`config.mk`:
```
export PLATFORM = sky130hd
export DESIGN_NAME = alu_ext_top
export DESIGN_NICKNAME = d
export VERILOG_FILES = /design/src/rtl/alu_ext_pkg.sv /design/src/rtl/alu_ext_slice.sv /design/src/rtl/alu_ext_fa.sv /design/src/rtl/alu_ext_cin.sv /design/src/rtl/alu_ext_top.sv
export SDC_FILE = /design/constraint.sdc
export NUM_CORES = 1
export LEC_CHECK = 0
export BUFFER_PORTS_ARGS = -buffer_cell sky130_fd_sc_hd__buf_2
export CORE_AREA = 2 2 39 41
export DETAILED_ROUTE_END_ITERATION = 8
export DIE_AREA = 0 0 41 43
export PLACE_DENSITY = 0.62
export SLEW_MARGIN = 40
export SYNTH_ARGS = -nofsm -noshare
export SYNTH_HDL_FRONTEND = slang
export SYNTH_SLANG_ARGS = --single-unit
```
`constraint.sdc`:
```
create_clock -name vclk -period 5
set_clock_uncertainty 0.15 [all_clocks]
set_input_delay 1 -clock vclk [all_inputs]
set_output_delay 1 -clock vclk [all_outputs]
set_load 0.01 [all_outputs]
```
`src/rtl/alu_ext_pkg.sv`:
```
package alu_ext_pkg;

  typedef enum logic [2:0] {
    OP_NOT = 3'b000,
    OP_AND = 3'b001,
    OP_XOR = 3'b010,
    OP_OR  = 3'b011,
    OP_ADD = 3'b100,
    OP_SUB = 3'b101,
    OP_INC = 3'b110,
    OP_DEC = 3'b111
  } alu_op_e;

  // First adder operand for one bit position
  function automatic logic ext_x_bit(input alu_op_e op, input logic a, input logic b);
    case (op)
      OP_NOT:  ext_x_bit = ~a;
      OP_AND:  ext_x_bit = a & b;
      OP_XOR:  ext_x_bit = a ^ b;
      OP_OR:   ext_x_bit = a | b;
      default: ext_x_bit = a;
    endcase
  endfunction

  // Second adder operand for one bit position
  function automatic logic ext_y_bit(input alu_op_e op, input logic b);
    case (op)
      OP_ADD:  ext_y_bit = b;
      OP_SUB:  ext_y_bit = ~b;
      OP_DEC:  ext_y_bit = 1'b1;
      default: ext_y_bit = 1'b0;
    endcase
  endfunction

  // Carry entering bit 0
  function automatic logic entry_carry(input alu_op_e op);
    entry_carry = (op == OP_SUB) || (op == OP_INC);
  endfunction

endpackage

```
`src/rtl/alu_ext_slice.sv`:
```
module alu_ext_slice
  import alu_ext_pkg::*;
(
  input  alu_op_e op,
  input  logic    a_bit,
  input  logic    b_bit,
  output logic    x_bit,
  output logic    y_bit
);

  always_comb begin
    x_bit = ext_x_bit(op, a_bit, b_bit);
    y_bit = ext_y_bit(op, b_bit);
  end

endmodule

```
`src/rtl/alu_ext_fa.sv`:
```
module alu_ext_fa (
  input  logic x,
  input  logic y,
  input  logic ci,
  output logic s,
  output logic co
);

  logic half_sum;

  always_comb begin
    half_sum = x ^ y;
    s        = half_sum ^ ci;
    co       = (x & y) | (ci & half_sum);
  end

endmodule

```
`src/rtl/alu_ext_cin.sv`:
```
module alu_ext_cin
  import alu_ext_pkg::*;
(
  input  alu_op_e op,
  output logic    cin
);

  always_comb cin = entry_carry(op);

endmodule

```
`src/rtl/alu_ext_top.sv`:
```
module alu_ext_top
  import alu_ext_pkg::*;
#(
  parameter int WIDTH = 4
) (
  input  logic [WIDTH-1:0] opa,
  input  logic [WIDTH-1:0] opb,
  input  logic             mode_arith,
  input  logic [1:0]       sel,
  output logic [WIDTH-1:0] result,
  output logic             carry_out
);

  localparam int CHAIN = WIDTH + 1;

  alu_op_e          op;
  logic [WIDTH-1:0] x_vec;
  logic [WIDTH-1:0] y_vec;
  logic [CHAIN-1:0] carry_chain;
  logic             cin;

  assign op = alu_op_e'({mode_arith, sel});

  alu_ext_cin u_cin (
    .op  (op),
    .cin (cin)
  );

  assign carry_chain[0] = cin;

  for (genvar i = 0; i < WIDTH; i++) begin : g_bit
    alu_ext_slice u_ext (
      .op    (op),
      .a_bit (opa[i]),
      .b_bit (opb[i]),
      .x_bit (x_vec[i]),
      .y_bit (y_vec[i])
    );
    alu_ext_fa u_fa (
      .x  (x_vec[i]),
      .y  (y_vec[i]),
      .ci (carry_chain[i]),
      .s  (result[i]),
      .co (carry_chain[i+1])
    );
  end

  assign carry_out = carry_chain[WIDTH];

  always_comb begin
    if (!mode_arith) begin

      logic_y_zero_chk: assert (y_vec == '0 && cin == 1'b0);

      logic_cout_zero_chk: assert (carry_out == 1'b0);

      logic_pass_chk: assert (result == x_vec);
    end
    if (op == OP_ADD) begin

      add_sum_chk: assert ({carry_out, result} == ({1'b0, opa} + {1'b0, opb}));
    end
    if (op == OP_SUB) begin

      sub_borrow_chk: assert (carry_out == (opa >= opb));
    end
    if (op == OP_INC) begin

      inc_wrap_chk: assert (carry_out == (&opa));
    end
    if (op == OP_DEC) begin

      dec_carry_chk: assert (carry_out == (|opa));
    end
  end

endmodule

```
==> results_dict.tcl, run 1 <==
set metrics [dict create \
    dp_hpwl_um 684 \
    max_slew_margin_pct 70.5 \
    gpl.final_weighted_congestion 0.633 \
    grt_setup_unrepaired "false" \
    layout.clock_buffers 0 \
    grtUsageTotal_pct 10.6 \
    critPathSlowestCell "sky130_fd_sc_hd__fa_1" \
    floorplan.die_area_mm2 0.00176 \
    cp_max_fo 3 \
    synthMuxAreaShare_pct 20.3 \
    post_synthesis_share_of_cell_area_spent_on_full_adders_half_adders_and_majority_gates_pct 34.0 \
    fp.coreArea_mm2 0.00138 \
    seq_cell_count 0 \
    timing.critical_path.arrival_ns 3.50 \
    finalHoldViolCount 0 \
    setup_total_negative_slack_ns 0 \
    layout_min_cycle_time_ns 4.65 \
    holdBufCountCts 0 \
    grt_start_max_net_pins 13 \
    first_global_vias 340 \
    core.rowCount 14 \
    max_slew.worst_pin.slew_ns 0.443 \
    wire_per_inst_um 9.03 \
    n_antenna_cell 0 \
    yosysWarningCount 0 \
    setup_violating_endpoint_count_in_the_final_report 0 \
    synthSimpleGateAreaFrac_pct 10.1 \
    grt_first_pass_wirelength_um 1390 \
    final_antenna_net_count 0 \
    cts_setup_buffers 0 \
    min-delay-path-class "in2out" \
    maxCapViolCount 0 \
    cp.required_ns 3.85 \
    slowest_delay_ns 0.49 \
    post_cts_resized 0 \
    xor_xnor_share_of_the_synthesized_area_pct 8.25 \
    critPathCaptureType "output pin" \
    grt.overflow.total 0 \
    route.detailed.vias_per_inst 4.69 \
    drt_drc_violations_left 0 \
    fmax_ghz 0.215 \
    post-layout-total-power_mw 0.0617 \
    buffer_ports.inserted 16 \
    synth-compound-area-share_pct 5.66 \
    outcome "finished clean" \
    critPathTopFamily "adder cells" \
    routed_wirelength_um 795 \
    timing.critical_path.from_type "input pin" \
    timing.critical_path.buf_inv 4 \
    crit_top_cell "sky130_fd_sc_hd__fa_1" \
    dr.first_iter.drc_count 9 \
    syn-instance-count 63 \
    seqCellArea_um2 0 \
    vias 413 \
    synth_area_per_cell_um2 8.42 \
    final_layout_size_suffix_gt1_share_pct 26.4 \
    antenna_violations_before_repair 0 \
    floorplan.die.width_um 41 \
    mappedNetlistNets 86 \
    timing.final.crit_share_pct 92.9 \
    synthToLayoutAreaGrowth_pct 9.20 \
    dieHeight_um 43 \
    num-nets-final 97 \
    boundaryPins 16 \
    synth_top_family_by_area "adder cells" \
    cellLeakagePower_nw 0.332 \
    critPathKind "in2out" \
    final-max-slew-violation-count 0 \
    worst_ir_drop_vdd_v 0.0000495 \
    syn-cell-area_um2 531 \
    seq_area_frac_synth_pct 0 \
    path_cells "buf_2 -> inv_1 -> ha_1 -> mux2_4 -> a222oi_1 -> fa_1 -> fa_1 -> fa_1 -> fa_1 -> inv_1 -> buf_2" \
    drt_pre_antenna_iters 4 \
    fill_cells 144 \
    yosys.cell_types.count 17 \
    power_density_mw_per_mm2 106 \
    floorplan.initialDensity_pct 38.3 \
]
-- cells in the mapped netlist --
library cell               instances  share of area, %
sky130_fd_sc_hd__a222oi_1          3               5.7
sky130_fd_sc_hd__buf_2             2               1.9
sky130_fd_sc_hd__buf_4             4               5.7
sky130_fd_sc_hd__buf_6             1               2.1
sky130_fd_sc_hd__fa_1              4                15
sky130_fd_sc_hd__ha_1              8                19
sky130_fd_sc_hd__inv_1            17                12
sky130_fd_sc_hd__mux2_2            1               2.1
sky130_fd_sc_hd__mux2_4            2               5.7
sky130_fd_sc_hd__mux2i_1           4               7.5
sky130_fd_sc_hd__mux4_1            1               5.0
sky130_fd_sc_hd__nand2_1           5               3.5
sky130_fd_sc_hd__nand2b_1          4               4.7
sky130_fd_sc_hd__nor2_1            1              0.71
sky130_fd_sc_hd__nor2b_1           1               1.2
sky130_fd_sc_hd__xnor2_1           4               6.6
sky130_fd_sc_hd__xor2_1            1               1.7
-- path summary, 6_finish.rpt --
| kind | start | endpoint | depth (start not counted) |
|---|---|---|---|
| worst max-delay path | opa[0] | result[3] | 11 |
| worst min-delay path | mode_arith | result[0] | 5 |
-- through the flow --
stage	utilization (%)	worst slack (ns)	hold slack (ns)	area, µm²	std cells
finish	41.9	0.354	2.43	579	88
CTS	41.9	0.335	2.43	579	88
global route	41.9	0.194	2.48	579	88
floorplan	-	0.505	2.26	531	63
detailed placement	41.9	0.342	2.43	579	88
global placement	41.9	0.369	2.42	579	88
-- placed cells by master (no fill, tap or decap) --
cell	netlist	layout
sky130_fd_sc_hd__inv_1	17	17
sky130_fd_sc_hd__buf_2	2	16
sky130_fd_sc_hd__ha_1	8	8
sky130_fd_sc_hd__nand2_1	5	5
sky130_fd_sc_hd__nand2b_1	4	4
sky130_fd_sc_hd__xnor2_1	4	4
sky130_fd_sc_hd__mux2i_1	4	4
sky130_fd_sc_hd__fa_1	4	4
sky130_fd_sc_hd__a222oi_1	3	3
sky130_fd_sc_hd__mux2_4	2	2
sky130_fd_sc_hd__nor2b_1	1	1
sky130_fd_sc_hd__nor2_1	1	1
sky130_fd_sc_hd__xor2_1	1	1
sky130_fd_sc_hd__mux2_2	1	1
sky130_fd_sc_hd__mux4_1	1	1
-- layout make-up --
cell class	count	area, µm²	share of cell area [%]
tap	16	20.0	3.46
multi-input combinational	39	415	71.7
timing repair buffer	16	80.1	13.8
inverter	17	63.8	11.0
-- tightest hold or removal path, cell delays in order --
cell                      delay (ns)
sky130_fd_sc_hd__buf_2          0.17
sky130_fd_sc_hd__nand2_1        0.10
sky130_fd_sc_hd__fa_1           0.15
sky130_fd_sc_hd__inv_1          0.03
sky130_fd_sc_hd__buf_2          0.12
-- kinds of logic after synthesis --
logic type	after synthesis
buffers and inverters	24
adder cells (fa/ha/maj)	12
AND/OR/NAND/NOR	11
multiplexers	8
AO/OA/AOI/OAI	3
XOR/XNOR	5
-- report_power, final --
part	switching, mW	internal (mW)	leakage, nW
Clock	0	0	0
Sequential	0	0	0
Combinational	0.0319	0.0298	0.332
-- metal layers --
layer	vias to the layer above	wire length [µm]	GRT usage, %
met5	-	0	0
met4	0	0	0
met3	0	35	0
met2	11	405	17.2
met1	192	354	16.3
li1	210	-	-
(Power assumes the default switching activity.)
==> run 2: changes to the inputs <==
==> constraint.sdc (replaced) <==
create_clock -name vclk -period 5
set_clock_uncertainty 0.15 [all_clocks]
set_input_delay 0.25 -clock vclk [all_inputs]
set_output_delay 0.25 -clock vclk [all_outputs]
set_load 0.01 [all_outputs]
==> run 2 against run 1 <==
Effect of this change: utilization unchanged; final cell count unchanged; die area did not move; power is 1.2% higher; non-clock buffer count unchanged; sequential share of layout area is the same; global-route usage increased by 0.10 points; critical path depth stayed put; clock-buffer cell count stayed put; highest routed layer unchanged.
==> results_dict.tcl, run 2 (synthesis results as in run 1) <==
set metrics [dict create \
    outcome "finished clean" \
    gpl.final_weighted_congestion 0.667 \
    min-delay-path-class "in2out" \
    dieHeight_um 43 \
    final-max-slew-violation-count 0 \
    fin_cells 88 \
    cellLeakagePower_nw 0.332 \
    critPathCaptureType "output pin" \
    layout_min_cycle_time_ns 3.17 \
    layout.core_utilization_pct 41.9 \
    seq_cell_count 0 \
    grt_setup_unrepaired "false" \
    layout.clock_buffers 0 \
    hold_ws_ns 0.925 \
    grt_first_pass_wirelength_um 1390 \
    worst_setup_path_endpoint "result[3]" \
    max_slew_margin_pct 71.2 \
    top_library_cells_by_usage_in_the_layout_fill_and_taps_aside "sky130_fd_sc_hd__inv_1, sky130_fd_sc_hd__buf_2, sky130_fd_sc_hd__ha_1" \
    grt_start_max_net_pins 13 \
    dr.first_iter.drc_count 9 \
    cp_max_fo 3 \
    fp.coreArea_mm2 0.00138 \
    floorplan.die_area_mm2 0.00176 \
    buffer_ports.inserted 16 \
    setup_total_negative_slack_ns 0 \
    grtUsageTotal_pct 10.7 \
    final_layout_size_suffix_gt1_share_pct 26.4 \
    vias 406 \
    antenna_violations_before_repair 0 \
    n_antenna_cell 0 \
    boundaryPins 16 \
    critPathKind "in2out" \
    worst_setup_path_startpoint "opa[0]" \
    fmax_ghz 0.316 \
    post_cts_resized 0 \
    route.detailed.vias_per_inst 4.61 \
    floorplan.initialDensity_pct 38.3 \
    placed_cells 88 \
    seqCellArea_um2 0 \
    num-nets-final 97 \
    cp.required_ns 4.60 \
    setup_violating_endpoint_count_in_the_final_report 0 \
    worst_ir_drop_vdd_v 0.0000554 \
    timing.final.crit_share_pct 63.3 \
    timing.critical_path.arrival_ns 2.77 \
    power_density_mw_per_mm2 108 \
    timing.critical_path.from_type "input pin" \
    synthToLayoutAreaGrowth_pct 9.20 \
    routed_wirelength_um 814 \
    drt_pre_antenna_iters 4 \
    wire_per_inst_um 9.25 \
    floorplan.die.width_um 41 \
    finalHoldViolCount 0 \
    maxCapViolCount 0 \
    grt.overflow.total 0 \
    dp_hpwl_um 724 \
    drt_drc_violations_left 0 \
    core.rowCount 14 \
    cts_setup_buffers 0 \
    max_slew.worst_pin.slew_ns 0.431 \
    holdBufCountCts 0 \
    post-layout-total-power_mw 0.0624 \
    final_antenna_net_count 0 \
    layout_commonest_cell "sky130_fd_sc_hd__inv_1" \
    first_global_vias 362 \
]
==> run 2: worst max-delay path, cell delays in order <==
cell and delay, ns:
sky130_fd_sc_hd__buf_2 0.10, sky130_fd_sc_hd__inv_1 0.06, sky130_fd_sc_hd__ha_1 0.28, sky130_fd_sc_hd__mux2_4 0.14, sky130_fd_sc_hd__a222oi_1 0.08, sky130_fd_sc_hd__fa_1 0.45
sky130_fd_sc_hd__fa_1 0.38, sky130_fd_sc_hd__fa_1 0.39, sky130_fd_sc_hd__fa_1 0.49, sky130_fd_sc_hd__inv_1 0.03, sky130_fd_sc_hd__buf_2 0.12
==> run 2: worst min path at each step <==
stage / from / to / slack [ns] / depth (start not counted)
global placement: mode_arith / result[0] / 0.93 / 5
finish: mode_arith / result[0] / 0.93 / 5
global route: mode_arith / result[0] / 0.97 / 5
CTS: mode_arith / result[0] / 0.93 / 5
detailed placement: mode_arith / result[0] / 0.93 / 5
floorplan: opb[3] / carry_out / 0.76 / 5
==> run 2: layout make-up <==
type | instances | area (µm²)
timing repair buffer | 16 | 80.1
inverter | 17 | 63.8
fill | 146 | 805
multi-input combinational | 39 | 415
tap | 16 | 20.0
==> run 2: through the flow <==
step,instance area [µm²],setup slack (ns)
2_1_floorplan,531,2.01
3_3_place_gp,579,1.86
3_5_place_dp,579,1.82
4_1_cts,579,1.81
5_1_grt,579,1.73
6_report,579,1.83
==> run 2: where the power goes <==
group / total (mW) / switching (mW) / internal [mW]
combinational: 0.0624 / 0.0322 / 0.0302
clock: 0 / 0 / 0
sequential: 0 / 0 / 0
==> run 2: layer usage <==
layer | up-vias | global-route usage (%) | part of all wire, %
met5 | - | 0 | 0
met4 | 0 | 0 | 0
met3 | 0 | 0 | 3.3
met2 | 9 | 19.1 | 54
met1 | 185 | 14.7 | 43
li1 | 212 | - | -
==> run 3: changes to the inputs <==
Settings changed: PLACE_DENSITY 0.62 to 0.65.
Clock period 5 ns to 2.8 ns, I/O delays scaled along.
==> run 3 against run 2 <==
Effect of this change: combinational power up 110%; final area up 17%; sequential share of layout area unchanged; sequential cell count unchanged; die area unchanged; worst hold slack worse by 0.18 ns; power up 110%; utilization up 7.0 points; global-route usage up 1.0 points; clock-buffer cell count unchanged; via count up 8.9%.
==> results_dict.tcl, run 3 (synthesis results as in run 1) <==
set metrics [dict create \
    fmax_ghz 0.369 \
    p_switching_mw 0.0631 \
    wire_per_inst_um 9.80 \
    synthToLayoutAreaGrowth_pct 27.4 \
    floorplan.die_area_mm2 0.00176 \
    cp_max_fo 5 \
    internal_power_mw 0.0652 \
    timing.critical_path.buf_inv 4 \
    dr.first_iter.drc_count 10 \
    final_layout_size_suffix_gt1_share_pct 40.7 \
    grtUsageTotal_pct 11.7 \
    grt_start_max_net_pins 8 \
    num-nets-final 106 \
    routed_wirelength_um 951 \
    min-delay-path-class "in2out" \
    outcome "finished clean" \
    cts_setup_buffers 0 \
    dieHeight_um 43 \
    drt_pre_antenna_iters 4 \
    layout.core_utilization_pct 48.8 \
    power.share.sequential_pct 0 \
    grt_first_pass_wirelength_um 1520 \
    first_global_vias 423 \
    floorplan.initialDensity_pct 38.3 \
    worst_setup_path_startpoint "sel[1]" \
    floorplan.die.width_um 41 \
    max_slew_margin_pct 67.9 \
    final_antenna_net_count 0 \
    comb_power_share_pct 100.0 \
    critPathKind "in2out" \
    critPathSlowestCell "sky130_fd_sc_hd__fa_1" \
    grt_setup_unrepaired "false" \
    timing.critical_path.from_type "input pin" \
    clkPwrFrac_pct 0 \
    crit_top_cell "sky130_fd_sc_hd__fa_2" \
    placed_cells 97 \
    path_cells "buf_2 -> buf_4 -> xor2_1 -> nand2_1 -> fa_2 -> fa_2 -> fa_2 -> fa_1 -> inv_1 -> buf_2" \
    seqCellArea_um2 0 \
    dp_hpwl_um 851 \
    cp.required_ns 2.51 \
    critPathTopFamily "adder cells" \
    switching_share_pct 49.2 \
    slowest_delay_ns 0.48 \
    critPathCaptureType "output pin" \
    layout_min_cycle_time_ns 2.71 \
    finalHoldViolCount 0 \
    layout_commonest_cell "sky130_fd_sc_hd__inv_1" \
    drt_drc_violations_left 0 \
    core.rowCount 14 \
    maxCapViolCount 0 \
    buffer_ports.inserted 16 \
    max_slew.worst_pin.slew_ns 0.481 \
    setup_total_negative_slack_ns 0 \
    route.detailed.vias_per_inst 4.56 \
    timing.final.crit_share_pct 96.7 \
    layout.clock_buffers 0 \
    worst_ir_drop_vdd_v 0.000102 \
    seq_cell_count 0 \
    vias 442 \
    antenna_violations_before_repair 0 \
    boundaryPins 16 \
    hold_ws_ns 0.748 \
    holdCritStartpoint "sel[0]" \
    final-max-slew-violation-count 0 \
    gpl.final_weighted_congestion 0.697 \
    grt.overflow.total 0 \
    cellLeakagePower_nw 0.377 \
    fp.coreArea_mm2 0.00138 \
    setup_violating_endpoint_count_in_the_final_report 0 \
    timing.critical_path.arrival_ns 2.42 \
    power_density_mw_per_mm2 190 \
    post-layout-total-power_mw 0.128 \
    fin_cells 97 \
    n_antenna_cell 0 \
    top_library_cells_by_usage_in_the_layout_fill_and_taps_aside "sky130_fd_sc_hd__inv_1, sky130_fd_sc_hd__buf_2, sky130_fd_sc_hd__buf_4" \
]
[run 3: worst paths after layout]
path,cells after the start,slack [ns],to
max,10,0.09,result[3]
min,6,0.75,result[0]
[run 3: power groups by stage]
stage	combinational (mW)	sequential, mW	clock [mW]
floorplan	0.101	0	0
global placement	0.119	0	0
detailed placement	0.126	0	0
CTS	0.129	0	0
global route	0.146	0	0
finish	0.128	0	0
[run 3: repair_timing]
| action | CTS | global route |
|---|---|---|
| pin swaps | 1 | 0 |
| gates resized for setup | 3 | 4 |
| hold buffers | 0 | 0 |
| endpoints found under the setup margin | 2 | 1 |
[run 3: metal layers]
layer  vias to the layer above  global-route usage [%]  share of wire (%)
met5                         -                       0                  0
met4                         0                       0                  0
met3                         0                   0.524                4.9
met2                        10                    21.6                 53
met1                       201                    15.1                 42
li1                        231                       -                  -
[run 3: final cells by class]
| cell class | instances | area [µm²] |
|---|---|---|
| Fill cell | 141 | 708 |
| Multi-Input combinational cell | 39 | 435 |
| Timing Repair Buffer | 25 | 156 |
| Inverter | 17 | 63.8 |
| Tap cell | 16 | 20.0 |
[run 3: metrics by stage]
stage / worst slack, ns / cell area [µm²]
floorplan: 0.0250 / 531
global placement: -0.116 / 647
detailed placement: -0.150 / 647
CTS: 0.0432 / 654
global route: 0.0163 / 676
finish: 0.0930 / 676
